## config.mk

```make
export PLATFORM = sky130hd
export DESIGN_NAME = fdc_phase_seq
export DESIGN_NICKNAME = d
export VERILOG_FILES = /design/src/rtl/fdc_seq_pkg.sv /design/src/rtl/fdc_phase_fsm.sv /design/src/rtl/fdc_drive_busy.sv /design/src/rtl/fdc_status_pack.sv /design/src/rtl/fdc_phase_seq.sv
export SDC_FILE = /design/constraint.sdc
export NUM_CORES = 1
export LEC_CHECK = 0
export BUFFER_PORTS_ARGS = -buffer_cell sky130_fd_sc_hd__clkbuf_2
export CAP_MARGIN = 20
export CORE_ASPECT_RATIO = 0.7
export CORE_MARGIN = 2
export CORE_UTILIZATION = 52
export DETAILED_ROUTE_END_ITERATION = 10
export GPL_ROUTABILITY_DRIVEN = 0
export PLACE_DENSITY = 0.72
export SYNTH_ARGS = -nofsm -noshare
export SYNTH_HDL_FRONTEND = slang
export SYNTH_HIERARCHICAL = 1
export SYNTH_SLANG_ARGS = --single-unit
```

## constraint.sdc

```tcl
create_clock -name clk -period 2.01 [get_ports clk]
set_input_delay 0.3015 -clock clk [delete_from_list [all_inputs] [get_ports clk]]
set_output_delay 0.3015 -clock clk [all_outputs]
set_load 0.02 [all_outputs]
```

## src/rtl/fdc_seq_pkg.sv

```systemverilog
package fdc_seq_pkg;

  localparam int CNT_W = 4;

  typedef enum logic [1:0] {
    PH_IDLE = 2'd0,
    PH_CMD  = 2'd1,
    PH_EXEC = 2'd2,
    PH_RSLT = 2'd3
  } phase_e;

  localparam logic [7:0] OP_READ  = 8'h06;
  localparam logic [7:0] OP_WRITE = 8'h05;
  localparam logic [7:0] OP_SEEK  = 8'h0F;
  localparam logic [7:0] OP_SENSE = 8'h08;

  typedef struct packed {
    logic [CNT_W-1:0] n_param;
    logic [CNT_W-1:0] n_rslt;
    logic             has_exec;
    logic             chk_busy;
    logic             is_sense;
  } cmd_info_t;

  // Opcode table: byte counts and behaviour flags per command.
  function automatic cmd_info_t cmd_lookup(input logic [7:0] op);
    cmd_info_t ci;
    ci = '0;
    case (op)
      OP_READ, OP_WRITE: begin
        ci.n_param  = CNT_W'(8);
        ci.n_rslt   = CNT_W'(7);
        ci.has_exec = 1'b1;
        ci.chk_busy = 1'b1;
      end
      OP_SEEK: begin
        ci.n_param  = CNT_W'(2);
      end
      OP_SENSE: begin
        ci.n_rslt   = CNT_W'(2);
        ci.is_sense = 1'b1;
      end
      default: begin
        ci.n_rslt   = CNT_W'(1);
      end
    endcase
    return ci;
  endfunction

  // Phase entered once the last parameter byte has been taken.
  function automatic phase_e after_params(input cmd_info_t ci);
    if (ci.has_exec)       return PH_EXEC;
    else if (ci.n_rslt != '0) return PH_RSLT;
    else                   return PH_IDLE;
  endfunction

  // Main status byte assembly.
  function automatic logic [7:0] make_status(input phase_e ph, input logic dma,
                                             input logic [3:0] busy4);
    logic rqm, dio, exm, cb;
    rqm = (ph != PH_EXEC);
    dio = (ph == PH_RSLT);
    exm = (ph == PH_EXEC) && !dma;
    cb  = (ph != PH_IDLE);
    return {rqm, dio, exm, cb, busy4};
  endfunction

endpackage

```

## src/rtl/fdc_phase_fsm.sv

```systemverilog
module fdc_phase_fsm
  import fdc_seq_pkg::*;
#(
  parameter int NUM_DRIVES = 4
) (
  input  logic                  clk,
  input  logic                  rst_n,
  input  logic                  dr_wr,
  input  logic [7:0]            dr_wdata,
  input  logic                  dr_rd,
  input  logic                  exec_done,
  input  logic [NUM_DRIVES-1:0] drv_busy,
  output phase_e                phase_o,
  output logic                  sense_arm_o,
  output logic                  sense_first_rd_o
);
  localparam int SEL_W = (NUM_DRIVES > 1) ? $clog2(NUM_DRIVES) : 1;

  phase_e           phase_q;
  cmd_info_t        info_q;
  cmd_info_t        new_info;
  logic [CNT_W-1:0] remain_q;
  logic             first_q;
  logic             sel_busy;
  logic             cmd_refuse;
  logic             rslt_last_rd;

  assign new_info = cmd_lookup(dr_wdata);

  always_comb begin
    sel_busy = 1'b0;
    for (int d = 0; d < NUM_DRIVES; d++)
      if (dr_wdata[SEL_W-1:0] == SEL_W'(d)) sel_busy = drv_busy[d];
  end

  assign cmd_refuse       = (phase_q == PH_CMD) && dr_wr && first_q &&
                            info_q.chk_busy && sel_busy;
  assign sense_arm_o      = (phase_q == PH_IDLE) && dr_wr && new_info.is_sense;
  assign sense_first_rd_o = (phase_q == PH_RSLT) && dr_rd && first_q && info_q.is_sense;
  assign rslt_last_rd     = (phase_q == PH_RSLT) && dr_rd && (remain_q == CNT_W'(1));

  always_ff @(posedge clk or negedge rst_n) begin
    if (!rst_n) begin
      phase_q  <= PH_IDLE;
      info_q   <= '0;
      remain_q <= '0;
      first_q  <= 1'b0;
    end else begin
      case (phase_q)
        PH_IDLE: if (dr_wr) begin
          info_q  <= new_info;
          first_q <= 1'b1;
          if (new_info.n_param != '0) begin
            phase_q  <= PH_CMD;
            remain_q <= new_info.n_param;
          end else begin
            phase_q  <= after_params(new_info);
            remain_q <= new_info.n_rslt;
          end
        end
        PH_CMD: begin
          if (cmd_refuse) begin
            phase_q <= PH_IDLE;
            first_q <= 1'b0;
          end else if (dr_wr) begin
            first_q <= 1'b0;
            if (remain_q == CNT_W'(1)) begin
              phase_q  <= after_params(info_q);
              remain_q <= info_q.n_rslt;
              first_q  <= 1'b1;
            end else begin
              remain_q <= remain_q - CNT_W'(1);
            end
          end
        end
        PH_EXEC: if (exec_done) begin
          phase_q  <= (info_q.n_rslt != '0) ? PH_RSLT : PH_IDLE;
          remain_q <= info_q.n_rslt;
          first_q  <= 1'b1;
        end
        PH_RSLT: if (dr_rd) begin
          first_q <= 1'b0;
          if (rslt_last_rd) phase_q  <= PH_IDLE;
          else              remain_q <= remain_q - CNT_W'(1);
        end
        default: phase_q <= PH_IDLE;
      endcase
    end
  end

  assign phase_o = phase_q;

  // last result read ends the command
  p_last_rd_idle_r2: assert property (@(posedge clk) disable iff (!rst_n)
    rslt_last_rd |=> (phase_q == PH_IDLE));

  // idle is left only on a data-register write
  p_idle_needs_wr_r2: assert property (@(posedge clk) disable iff (!rst_n)
    (phase_q == PH_IDLE && !dr_wr) |=> (phase_q == PH_IDLE));

  // writes and reads do not move the execution phase
  p_exec_hold_r5: assert property (@(posedge clk) disable iff (!rst_n)
    (phase_q == PH_EXEC && !exec_done) |=> (phase_q == PH_EXEC));

  // result phase waits for host reads only
  p_rslt_hold_r11: assert property (@(posedge clk) disable iff (!rst_n)
    (phase_q == PH_RSLT && !dr_rd) |=> (phase_q == PH_RSLT));

  // refused command drops back to idle
  p_refuse_idle_r8: assert property (@(posedge clk) disable iff (!rst_n)
    cmd_refuse |=> (phase_q == PH_IDLE));

  // only one sense-clear per command
  p_one_clear_r9: assert property (@(posedge clk) disable iff (!rst_n)
    sense_first_rd_o |=> !sense_first_rd_o);

endmodule

```

## src/rtl/fdc_drive_busy.sv

```systemverilog
module fdc_drive_busy #(
  parameter int NUM_DRIVES = 4
) (
  input  logic                  clk,
  input  logic                  rst_n,
  input  logic [NUM_DRIVES-1:0] seek_start,
  input  logic [NUM_DRIVES-1:0] seek_done,
  input  logic                  sense_arm,
  input  logic                  sense_clr,
  output logic [NUM_DRIVES-1:0] busy_o
);
  logic [NUM_DRIVES-1:0] busy_q;
  logic [NUM_DRIVES-1:0] done_q;
  logic [NUM_DRIVES-1:0] rep_q;
  logic [NUM_DRIVES-1:0] pick;
  logic [NUM_DRIVES-1:0] ready;

  assign ready = busy_q & done_q;

  // Lowest-numbered drive with a finished seek.
  always_comb begin
    pick = '0;
    for (int d = NUM_DRIVES - 1; d >= 0; d--)
      if (ready[d]) begin
        pick    = '0;
        pick[d] = 1'b1;
      end
  end

  always_ff @(posedge clk or negedge rst_n) begin
    if (!rst_n)         rep_q <= '0;
    else if (sense_arm) rep_q <= pick;
    else if (sense_clr) rep_q <= '0;
  end

  for (genvar g = 0; g < NUM_DRIVES; g++) begin : g_drv
    logic clr_here;
    assign clr_here = sense_clr && rep_q[g];

    always_ff @(posedge clk or negedge rst_n) begin
      if (!rst_n) begin
        busy_q[g] <= 1'b0;
        done_q[g] <= 1'b0;
      end else if (seek_start[g]) begin
        busy_q[g] <= 1'b1;
        done_q[g] <= 1'b0;
      end else if (clr_here) begin
        busy_q[g] <= 1'b0;
        done_q[g] <= 1'b0;
      end else if (seek_done[g] && busy_q[g]) begin
        done_q[g] <= 1'b1;
      end
    end

    // a seek start raises the flag
    p_start_sets_r7: assert property (@(posedge clk) disable iff (!rst_n)
      seek_start[g] |=> busy_q[g]);

    // flag holds until a sense clear
    p_busy_sticky_r7: assert property (@(posedge clk) disable iff (!rst_n)
      (busy_q[g] && !clr_here) |=> busy_q[g]);

    // a drive still seeking is never cleared
    p_seeking_kept_r9: assert property (@(posedge clk) disable iff (!rst_n)
      (sense_clr && busy_q[g] && !done_q[g]) |=> busy_q[g]);
  end

  // at most one drive reported at a time
  p_rep_onehot_r9: assert property (@(posedge clk) disable iff (!rst_n)
    $onehot0(rep_q));

  assign busy_o = busy_q;

endmodule

```

## src/rtl/fdc_status_pack.sv

```systemverilog
module fdc_status_pack
  import fdc_seq_pkg::*;
#(
  parameter int NUM_DRIVES = 4
) (
  input  phase_e                phase_i,
  input  logic                  dma_i,
  input  logic [NUM_DRIVES-1:0] busy_i,
  output logic [7:0]            status_o,
  output logic                  rslt_gate_o
);
  localparam int FLAG_SLOTS = 4;

  logic [FLAG_SLOTS-1:0] busy4;

  for (genvar g = 0; g < FLAG_SLOTS; g++) begin : g_slot
    if (g < NUM_DRIVES) begin : g_used
      assign busy4[g] = busy_i[g];
    end else begin : g_pad
      assign busy4[g] = 1'b0;
    end
  end

  assign status_o    = make_status(phase_i, dma_i, busy4);
  assign rslt_gate_o = (phase_i == PH_RSLT);

endmodule

```

## src/rtl/fdc_phase_seq.sv

```systemverilog
module fdc_phase_seq
  import fdc_seq_pkg::*;
#(
  parameter int NUM_DRIVES = 4
) (
  input  logic                  clk,
  input  logic                  rst_n,
  input  logic                  dr_wr,
  input  logic [7:0]            dr_wdata,
  input  logic                  dr_rd,
  input  logic                  dma_mode,
  input  logic                  exec_done,
  input  logic [NUM_DRIVES-1:0] seek_start,
  input  logic [NUM_DRIVES-1:0] seek_done,
  output logic [7:0]            status_o,
  output logic [1:0]            phase_o,
  output logic                  rslt_gate_o
);
  phase_e                phase;
  logic                  sense_arm;
  logic                  sense_first_rd;
  logic [NUM_DRIVES-1:0] drv_busy;

  fdc_phase_fsm #(.NUM_DRIVES(NUM_DRIVES)) u_fsm (
    .clk              (clk),
    .rst_n            (rst_n),
    .dr_wr            (dr_wr),
    .dr_wdata         (dr_wdata),
    .dr_rd            (dr_rd),
    .exec_done        (exec_done),
    .drv_busy         (drv_busy),
    .phase_o          (phase),
    .sense_arm_o      (sense_arm),
    .sense_first_rd_o (sense_first_rd)
  );

  fdc_drive_busy #(.NUM_DRIVES(NUM_DRIVES)) u_busy (
    .clk        (clk),
    .rst_n      (rst_n),
    .seek_start (seek_start),
    .seek_done  (seek_done),
    .sense_arm  (sense_arm),
    .sense_clr  (sense_first_rd),
    .busy_o     (drv_busy)
  );

  fdc_status_pack #(.NUM_DRIVES(NUM_DRIVES)) u_pack (
    .phase_i     (phase),
    .dma_i       (dma_mode),
    .busy_i      (drv_busy),
    .status_o    (status_o),
    .rslt_gate_o (rslt_gate_o)
  );

  assign phase_o = phase;

  // no host access while executing
  p_rqm_low_exec_r3: assert property (@(posedge clk) disable iff (!rst_n)
    (phase_o == 2'd2) |-> !status_o[7]);

  // result gate implies request and outbound direction
  p_gate_dir_r3: assert property (@(posedge clk) disable iff (!rst_n)
    rslt_gate_o |-> (status_o[7] && status_o[6]));

  // execution flag never set in DMA mode
  p_exm_dma_r4: assert property (@(posedge clk) disable iff (!rst_n)
    dma_mode |-> !status_o[5]);

  // busy whenever a command is open
  p_cb_open_r5: assert property (@(posedge clk) disable iff (!rst_n)
    (phase_o != 2'd0) |-> status_o[4]);

  // quiet inputs keep the status steady
  p_quiet_stable_r10: assert property (@(posedge clk) disable iff (!rst_n)
    (!dr_wr && !dr_rd && !exec_done && seek_start == '0 && seek_done == '0 &&
     $stable(dma_mode)) |=> $stable(status_o));

endmodule

```

==> metrics.md <==
| Metric | Value |
|---|---|
| Run status | completed |
| Post-synthesis xor/xnor area fraction | 0.0111 |
| Worst Path Required | 2210 ps |
| Fillers | 259 |
| Crit Path Class | reg2reg |
| Via count | 1,371 |
| HP Class | in2async |
| First-pass GRT wire length | 6180 um |
| Pwr Density | 1040 nW/um^2 |
| Portion of netlist area occupied by mux cells | 0.0381 |
| Synth Area in Compound Gates | 0.224 |
| Peak VDD IR | 0.527 mV |
| Register area share after synthesis | 0.365 |
| Worst skew pair latency | 260 ps |
| Max Root-Sink Buffers | 2 |
| Final worst-path cycle share | 0.926 |
| CTS clk-pin slew, worst paths | 80 ps |
| H-tree Lvls | 1 |
| RSZ-0062 raised after global routing | false |
| N_diodes | 0 |
| Max Clk Rate | 0.537 GHz |
| Power Total | 0.00186 W |
| Finished Core Util | 0.630 |
| Setup TNS | 0 ps |
| Post CTS Setup Buffer Count | 0 |
| # rows | 16 |
| Tmin final | 1860 ps |
| Die Span Y | 50.1 um |
| Slew at the pin closest to its max-slew limit | 594 ps |
| I/O Buffers | 32 |
| Slew HR | 0.604 |
| Die area | 3500 sq um |
| RR Endpoint | u_fsm/remain_q[1]$_DFFE_PN0P_ |
| Synth top area cells | dfrtp_1, a21oi_1, nor3b_2, nand2_1, buf_4 |
| Post-synth top cells | dfrtp_1, nand2_1, a21oi_1, inv_1 |
| Detailed placement HPWL | 2840 um |
| Share of async-settable or async-resettable flops after synthesis | 1.00 |
| Total CTS buffers | 3 |
| Pin count of the biggest net entering global routing | 24 |
| Final layout net count | 219 |
| Share of cells above drive strength 1 | 0.330 |
| Root buffer cell | clkbuf_8 |
| Max-slew violations | 0 |
| Syn nets | 189 |
| Width of the die | 69.8 um |
| Synthesis warning total | 6 |
| Max_cap viols | 0 |
| Post-route ant nets | 0 |
| Via-to-Cell Ratio | 5.96 |
| Placed cell area | 1740 sq um |
| Leakage | 0.808 nW |
| Worst Reg-to-Reg Cells | 6 |
| Adder-Cell Fraction of Synth Area | 0.0159 |
| Vias in the first global route | 1,298 |
| Main synth FF type | dfrtp_1 |
| Area delta synth->final | 13.5% |
| Dpl cells | 226 |
| Grt ovf | 0 |
| DRT Pass-1 Iters | 4 |
| Arr. time, crit path | 2070 ps |
| WL final | 3690 um |
| Leading cell type by number of instances after synthesis | dfrtp_1 |
| Post-synth EDFFs | 0 |
| R2r setup slk | 150 ps |
| Wire per inst | 16.0 um |
| Initial Util | 0.555 |
| Mapped Cells | 165 |
| Crit path capture type | flop |
| CTS tree | done |
| Syn avg cell area | 9.56 sq um |
| Crit start category | flop |
| Skew final | 5.83 ps |
| Post-synth top area share | 0.365 |
| DR iter-0 viols | 109 |
| CTS Sinks | 23 |
| Tot GR Track Use | 0.222 |
| Final Cell Area | 1790 sq um |
| Initial antenna violation count | 0 |
| Synth unique cells | 58 |
| Final Hold Fails | 0 |
| Largest family of logic cells by synthesized area | simple AND/OR/NAND/NOR gates |
| Worst reg2reg startpoint | u_fsm/remain_q[1]$_DFFE_PN0P_ |
| Synth Area in Simple Gates | 0.266 |
| Crit Path Max Fanout | 4 |
| Ports | 33 |
| Yosys top cell by area | dfrtp_1 |
| Finished Layout Cells | 230 |
| Setup violators final | 0 |
| Cell Area, Synth | 1580 sq um |
| #FFs+latches synth | 23 |
| DRC violations left | 0 |
| Core area | 2840 sq um |
==> per-layer routing <==
metal  track usage  up-vias  share of wire
met5             0        -              0
met1         0.324      647           0.50
met4        0.0288        0         0.0035
met3        0.0593        2          0.076
met2         0.340       54           0.42
li1              -      668              -
==> metrics by stage <==
| stage | setup WS, ps | hold slack [ps] |
|---|---|---|
| 2_1_floorplan | 265 | 5.91 |
| 4_1_cts | 140 | 40.8 |
| 3_3_place_gp | 222 | 326 |
| 3_5_place_dp | 165 | 327 |
| 5_1_grt | 62.5 | 65.9 |
| 6_report | 148 | 24.2 |
==> registers in the layout, summed over array words and instances, names as in the netlist <==
name and count:
u_busy/busy_o 4, u_busy/done_q 4, u_busy/rep_q 4, u_fsm/first_q 1
u_fsm/info_q 4, u_fsm/phase_o 2, u_fsm/remain_q 4
==> cell type report <==
class | instances | area, sq um | area share
Multi-Input combinational cell | 119 | 881 | 0.492
Tap cell | 36 | 45.0 | 0.0252
Clock inverter | 1 | 5.00 | 0.00280
Timing Repair Buffer | 38 | 205 | 0.115
Sequential cell | 23 | 576 | 0.321
Clock buffer | 3 | 41.3 | 0.0231
Inverter | 10 | 37.5 | 0.0210
==> worst max-delay path: stages, from the launching register on <==
cell	delay, ps
dfrtp_1	390
inv_1	80
ha_1	210
or3b_4	420
a22o_1	240
a221oi_1	260
mux2_4	200
==> worst max path at each step <==
stage | start | cells past startpoint | slack (ps) | end
after floorplan | u_fsm/phase_o[1]$_DFFE_PN0P_ | 8 | 270 | u_busy/rep_q[3]$_DFFE_PN0P_
after global placement | u_fsm/remain_q[1]$_DFFE_PN0P_ | 6 | 220 | u_fsm/remain_q[1]$_DFFE_PN0P_
after detailed placement | u_fsm/remain_q[1]$_DFFE_PN0P_ | 6 | 160 | u_fsm/remain_q[1]$_DFFE_PN0P_
final | u_fsm/remain_q[1]$_DFFE_PN0P_ | 6 | 150 | u_fsm/remain_q[1]$_DFFE_PN0P_
after CTS | u_fsm/remain_q[1]$_DFFE_PN0P_ | 6 | 140 | u_fsm/remain_q[1]$_DFFE_PN0P_
after global routing | u_fsm/remain_q[1]$_DFFE_PN0P_ | 6 | 60 | u_fsm/remain_q[1]$_DFFE_PN0P_
==> kinds of logic (layout without fill, tap and decap cells) <==
logic type | Yosys count | count (layout)
simple gates | 63 | 63
flops | 23 | 23
fa+ha+maj | 2 | 2
compound gates | 48 | 48
buf+inv | 23 | 52
mux | 4 | 4
xor+xnor | 2 | 2
==> cells in the final DEF, fill, tap and decap left out, types with 4 or more instances in the layout <==
master / instances
a31oi_1: 4
dfrtp_1: 23
o21ai_0: 4
nor3_1: 4
nor2_1: 5
nand2b_1: 4
a21oi_1: 10
buf_4: 6
nor3b_2: 5
nor2b_1: 6
clkbuf_2: 32
inv_1: 10
a211oi_1: 4
nand2_1: 13
nand3_1: 5
==> power by group <==
group / switching [W] / internal [W] / total (W)
sequential: 0.000143 / 0.000564 / 0.000708
combinational: 0.000443 / 0.000420 / 0.000863
clock: 0.000148 / 0.000138 / 0.000286
==> repair_timing <==
item	in CTS	in global routing
resized for setup	0	1
setup endpoints to repair	0	2
hold buffers	0	0
Power figures use the tool's default switching activity.
